$ cat src/rtl/dshl_pkg.sv
`timescale 1ns/1ps
package dshl_pkg;

    localparam int WORD_W = 32;
    localparam int ADDR_W = 24;
    localparam int SEL_W  = 4;

    typedef enum logic [1:0] {
        CC_ZERO = 2'd0,
        CC_NEG  = 2'd1,
        CC_POS  = 2'd2,
        CC_OVF  = 2'd3
    } cc_e;

    typedef struct packed {
        logic ovf;
        logic is_zero;
        logic is_neg;
    } shift_flags_t;

    function automatic cc_e pick_cc(input shift_flags_t f);
        if (f.ovf)          return CC_OVF;
        else if (f.is_zero) return CC_ZERO;
        else if (f.is_neg)  return CC_NEG;
        else                return CC_POS;
    endfunction

endpackage

$ cat src/rtl/dshl_decode.sv
`timescale 1ns/1ps
module dshl_decode #(
    parameter int SEL_W  = dshl_pkg::SEL_W,
    parameter int ADDR_W = dshl_pkg::ADDR_W,
    parameter int CNT_W  = 6
) (
    input  logic              in_valid,
    input  logic [SEL_W-1:0]  pair_sel,
    input  logic [ADDR_W-1:0] shift_addr,
    output logic              go,
    output logic              bad,
    output logic [CNT_W-1:0]  count
);
    // Only the pair parity and the low count bits matter.
    logic unused_bits;
    assign unused_bits = ^{pair_sel[SEL_W-1:1], shift_addr[ADDR_W-1:CNT_W]};

    assign go    = in_valid & ~pair_sel[0];
    assign bad   = in_valid &  pair_sel[0];
    assign count = shift_addr[CNT_W-1:0];
endmodule

$ cat src/rtl/dshl_core.sv
`timescale 1ns/1ps
module dshl_core
    import dshl_pkg::*;
#(
    parameter int WORD_W = dshl_pkg::WORD_W,
    localparam int DW    = 2 * WORD_W,
    localparam int CNT_W = $clog2(DW)
) (
    input  logic [WORD_W-1:0] word_hi,
    input  logic [WORD_W-1:0] word_lo,
    input  logic [CNT_W-1:0]  count,
    output logic [WORD_W-1:0] res_hi,
    output logic [WORD_W-1:0] res_lo,
    output shift_flags_t      flags
);
    localparam logic [DW-1:0] LOW_ALL  = {1'b0, {(DW-1){1'b1}}};
    localparam logic [DW-1:0] SIGN_BIT = {1'b1, {(DW-1){1'b0}}};

    logic [DW-1:0] opnd;
    logic          sign;
    logic [DW-2:0] shifted;
    logic [DW-1:0] keep_low;
    logic [DW-1:0] watch;
    logic [DW-1:0] differ;
    logic [DW-1:0] result;

    assign opnd    = {word_hi, word_lo};
    assign sign    = opnd[DW-1];
    assign shifted = opnd[DW-2:0] << count;

    // Bits 62 down to 63-count must all match the sign.
    assign keep_low = LOW_ALL >> count;
    assign watch    = ~(keep_low | SIGN_BIT);
    assign differ   = opnd ^ {DW{sign}};

    assign result  = {sign, shifted};
    assign res_hi  = result[DW-1:WORD_W];
    assign res_lo  = result[WORD_W-1:0];

    assign flags.ovf     = |(differ & watch);
    assign flags.is_zero = ~|result;
    assign flags.is_neg  = sign;
endmodule

$ cat src/rtl/dshl_unit.sv
`timescale 1ns/1ps
module dshl_unit
    import dshl_pkg::*;
#(
    parameter int WORD_W = dshl_pkg::WORD_W,
    parameter int ADDR_W = dshl_pkg::ADDR_W,
    parameter int SEL_W  = dshl_pkg::SEL_W
) (
    input  logic              clk,
    input  logic              rst,
    input  logic              in_valid,
    input  logic [SEL_W-1:0]  pair_sel,
    input  logic [WORD_W-1:0] word_hi,
    input  logic [WORD_W-1:0] word_lo,
    input  logic [ADDR_W-1:0] shift_addr,
    input  logic              ovf_mask,
    output logic              out_valid,
    output logic [WORD_W-1:0] res_hi,
    output logic [WORD_W-1:0] res_lo,
    output logic [1:0]        cc,
    output logic              ovf_irq,
    output logic              spec_err
);
    localparam int CNT_W = $clog2(2 * WORD_W);

    logic              go;
    logic              bad;
    logic [CNT_W-1:0]  count;
    logic [WORD_W-1:0] nxt_hi;
    logic [WORD_W-1:0] nxt_lo;
    shift_flags_t      flags;

    logic              vld_q;
    logic              err_q;
    logic              irq_q;
    logic [WORD_W-1:0] hi_q;
    logic [WORD_W-1:0] lo_q;
    cc_e               cc_q;

    dshl_decode #(
        .SEL_W (SEL_W),
        .ADDR_W(ADDR_W),
        .CNT_W (CNT_W)
    ) i_decode (
        .in_valid  (in_valid),
        .pair_sel  (pair_sel),
        .shift_addr(shift_addr),
        .go        (go),
        .bad       (bad),
        .count     (count)
    );

    dshl_core #(
        .WORD_W(WORD_W)
    ) i_core (
        .word_hi(word_hi),
        .word_lo(word_lo),
        .count  (count),
        .res_hi (nxt_hi),
        .res_lo (nxt_lo),
        .flags  (flags)
    );

    always_ff @(posedge clk) begin
        if (rst) begin
            vld_q <= 1'b0;
            err_q <= 1'b0;
            irq_q <= 1'b0;
            hi_q  <= '0;
            lo_q  <= '0;
            cc_q  <= CC_ZERO;
        end else begin
            vld_q <= go;
            err_q <= bad;
            irq_q <= go & flags.ovf & ovf_mask;
            if (go) begin
                hi_q <= nxt_hi;
                lo_q <= nxt_lo;
                cc_q <= pick_cc(flags);
            end
        end
    end

    assign out_valid = vld_q;
    assign spec_err  = err_q;
    assign ovf_irq   = irq_q;
    assign res_hi    = hi_q;
    assign res_lo    = lo_q;
    assign cc        = cc_q;
endmodule

$ cat config.mk
export PLATFORM = sky130hd
export DESIGN_NAME = dshl_unit
export DESIGN_NICKNAME = d
export VERILOG_FILES = /design/src/rtl/dshl_pkg.sv /design/src/rtl/dshl_decode.sv /design/src/rtl/dshl_core.sv /design/src/rtl/dshl_unit.sv
export SDC_FILE = /design/constraint.sdc
export NUM_CORES = 1
export LEC_CHECK = 0
export ABC_CLOCK_PERIOD_IN_PS = 10900
export BUFFER_PORTS_ARGS = -buffer_cell sky130_fd_sc_hd__buf_2
export CORE_MARGIN = 2
export CORE_UTILIZATION = 45
export DETAILED_ROUTE_END_ITERATION = 12
export PLACE_DENSITY_LB_ADDON = 0.1
export SYNTH_ARGS = -nofsm -noshare
export SYNTH_HDL_FRONTEND = slang
export SYNTH_SLANG_ARGS = --single-unit
$ cat constraint.sdc
create_clock -name clk -period 10.9 [get_ports clk]
set_clock_uncertainty 0.2 [all_clocks]
set_input_delay 1.635 -clock clk [delete_from_list [all_inputs] [get_ports clk]]
set_output_delay 1.635 -clock clk [all_outputs]
set_load 0.005 [all_outputs]
==> flow_summary_export.csv <==
group,metric,value,unit
worst_setup_path,startpoint_type,"primary input",
worst_setup_path,cp-end-kind,"register",
synth,synthCells,1030,
route,wl_per_cell,27.3,microns
placement,dpl.hpwl,26500,microns
cts,path_clk_slew,0.06,ns
status,status,"complete, no violations",
finish,area_growth,12.1,%
cts,clk_path_buf_depth,2,
global_routing,grt_max_degree,87,
worst_setup_path,cp.arrival,6.11,ns
sta,hold_viol,0,
finish,drive_gt1_share,25.4,%
sta,setup_tns,0,ns
power,peakVddDrop,0.0835,mV
die,die_y,139,microns
sta,post-route-min-period,6.07,ns
global_routing,track_usage,36.8,%
synth,synthArstFlopShare,0,%
route,wl,36300,microns
worst_hold_path,hold_class,"register to register",
sta,slew_headroom,17.1,%
synth,yosys_warnings,0,
synth,synth.distinct_cells,73,
synth,syn-num-nets,1126,
cts,ctsHoldBuffers,0,
synth,yosysSeqAreaShare,16.9,%
die,start_util,45.7,%
global_routing,grt-ovfl-total,0,
route,drcViolationCount,0,
placement,port_buffers,143,
cts,cts.repair.resized,0,
cts,cts.sinks,69,
cts,clk_latency,0.35,ns
synth,syn-cell-area,0.00819,sq mm
finish,layout_commonest_cell,"nor2_1",
route,drt-pass1-iter-count,6,
power,p_leak,3.59,nW
cts,cts_setup_buffers,0,
finish,finalNetCount,1193,
die,die_w,139,microns
route,drt-initial-drc-count,1181,
route,ant_nets,0,
die,io_pins,165,
die,die_area,0.0193,sq mm
finish,antenna_cells,0,
cts,cts_buffers,9,
route,vias,9323,
sta,slew_violations,0,
synth,syn_area_per_cell,7.95,sq um
sta,rsz0062_at_grt,"no",
global_routing,grt_pass1_vias,8639,
synth,ys_ff_latch,69,
worst_setup_path,cp_data_required_time,10.94,ns
finish,final_cell_mix,"nor2_1 (145), buf_2 (142), nand2_1 (91)",
synth,synthFlopType,"dfxtp_1",
sta,finalCritPeriodShare,55.7,%
run,maxCapViolations,0,
placement,post-place-ws,4.65,ns
worst_setup_path,criticalPathCategory,"primary input to register",
placement,gp_congestion,1.01,
route,vias_per_cell,7.00,
synth,synth_top_cells_by_area,"dfxtp_1 (17%), mux4_2 (12%), mux2i_1 (6.7%)",
synth,synth_top_area_share,16.9,%
cts,cts_root_buffer,"clkbuf_16",
sta,fin_hold_ws,0.252,ns
cts,cts_max_level,3,
global_routing,grt_pass1_wl,54900,microns
power,power_density,107,mW/mm^2
sta,finalSetupViolations,0,
synth,synth_top_area_cell,"dfxtp_1",
sta,setup_slack,4.83,ns
global_routing,antenna_found_initial,0,
sta,worst_slew_pin_slew,1.23,ns
die,row_count,49,
cts,cts_tree,"built",
synth,synth-edff-count,0,
worst_setup_path,path_max_fanout,66,
sta,fmax,165,MHz
die,core_region_area,0.0179,sq mm
[power breakdown]
part,total (mW),switching [mW],internal [mW]
clock,0.306,0.126,0.180
sequential,0.269,0.00505,0.264
combinational,0.412,0.262,0.150
total,0.987,0.392,0.594
[path summary, 6_finish.rpt]
path | from | to | slack (ns) | depth (start not counted)
max reg2reg | res_hi[17] | res_hi[17] | 9.96 | 3
max | shift_addr[0] | cc[1] | 4.83 | 10
min | res_hi[6] | res_hi[6] | 0.25 | 2
min reg2reg | res_hi[6] | res_hi[6] | 0.25 | 2
[synthesized netlist by cell type (5+ instances only)]
library cell and n:
nand2_1 91, nor2_1 145, nand3_1 23, or2_2 7
a211oi_1 23, or4_1 5, mux4_2 45, a21oi_1 65
dfxtp_1 69, clkbuf_1 72, and2_1 5, o21ai_0 62
mux4_1 16, nand2b_1 11, a311oi_1 6, o22ai_1 17
a21boi_0 5, nor3_1 31, a2111oi_0 5, buf_1 17
nor4_1 7, buf_2 8, nor2b_1 14, nand4_1 5
a221oi_1 7, a31oi_1 12, and3_1 6, o221ai_1 8
mux2_2 45, mux2i_1 55, a22oi_1 27, o211ai_1 19
inv_1 8
[flip-flops by register name (all words and copies together) (netlist names)]
signal / flops
cc: 2
ovf_irq: 1
res_hi: 32
spec_err: 1
out_valid: 1
res_lo: 32
[cells by family after synthesis]
group,synth area share [%]
AO/OA/AOI/OAI,26.1
XOR/XNOR,0.749
adder cells (fa/ha/maj),0.245
buffers and inverters,5.98
flip-flops,16.9
multiplexers,30.4
AND/OR/NAND/NOR,19.7
[critical path: stages]
cell and delay (ns):
buf_4 0.70, buf_4 0.53, mux4_2 0.58, mux2i_1 0.53, a211oi_1 0.26, o31a_1 0.44
or4_1 0.42, nor3_1 0.29, a41oi_1 0.35, o31a_1 0.33
[cell type report]
type,count,area (sq um)
sequential,69,1380
clock inverter,7,80.1
fill,1761,8720
clock buffer,9,225
timing repair buffer,159,838
inverter,11,41.3
multi-input combinational,847,6330
tap,229,287
[per-layer routing]
layer	GRT usage, %	part of all wire, %	vias to the layer above
met4	16.6	5.2	0
met3	7.91	10	108
met2	56.3	44	613
li1	-	-	4107
met5	0	0	-
met1	50.0	41	4495
[per-stage QoR]
stage	util, %	cell area (sq um)	instances	power [mW]
4_1_cts	51.3	9180	1331	0.978
6_report	51.3	9180	1331	0.987
5_1_grt	51.3	9180	1331	1.02
3_5_place_dp	49.6	8870	1315	0.670
2_1_floorplan	-	8190	1030	0.529
3_3_place_gp	49.6	8870	1315	0.671
Note: power is estimated with default switching activity, not from simulation.
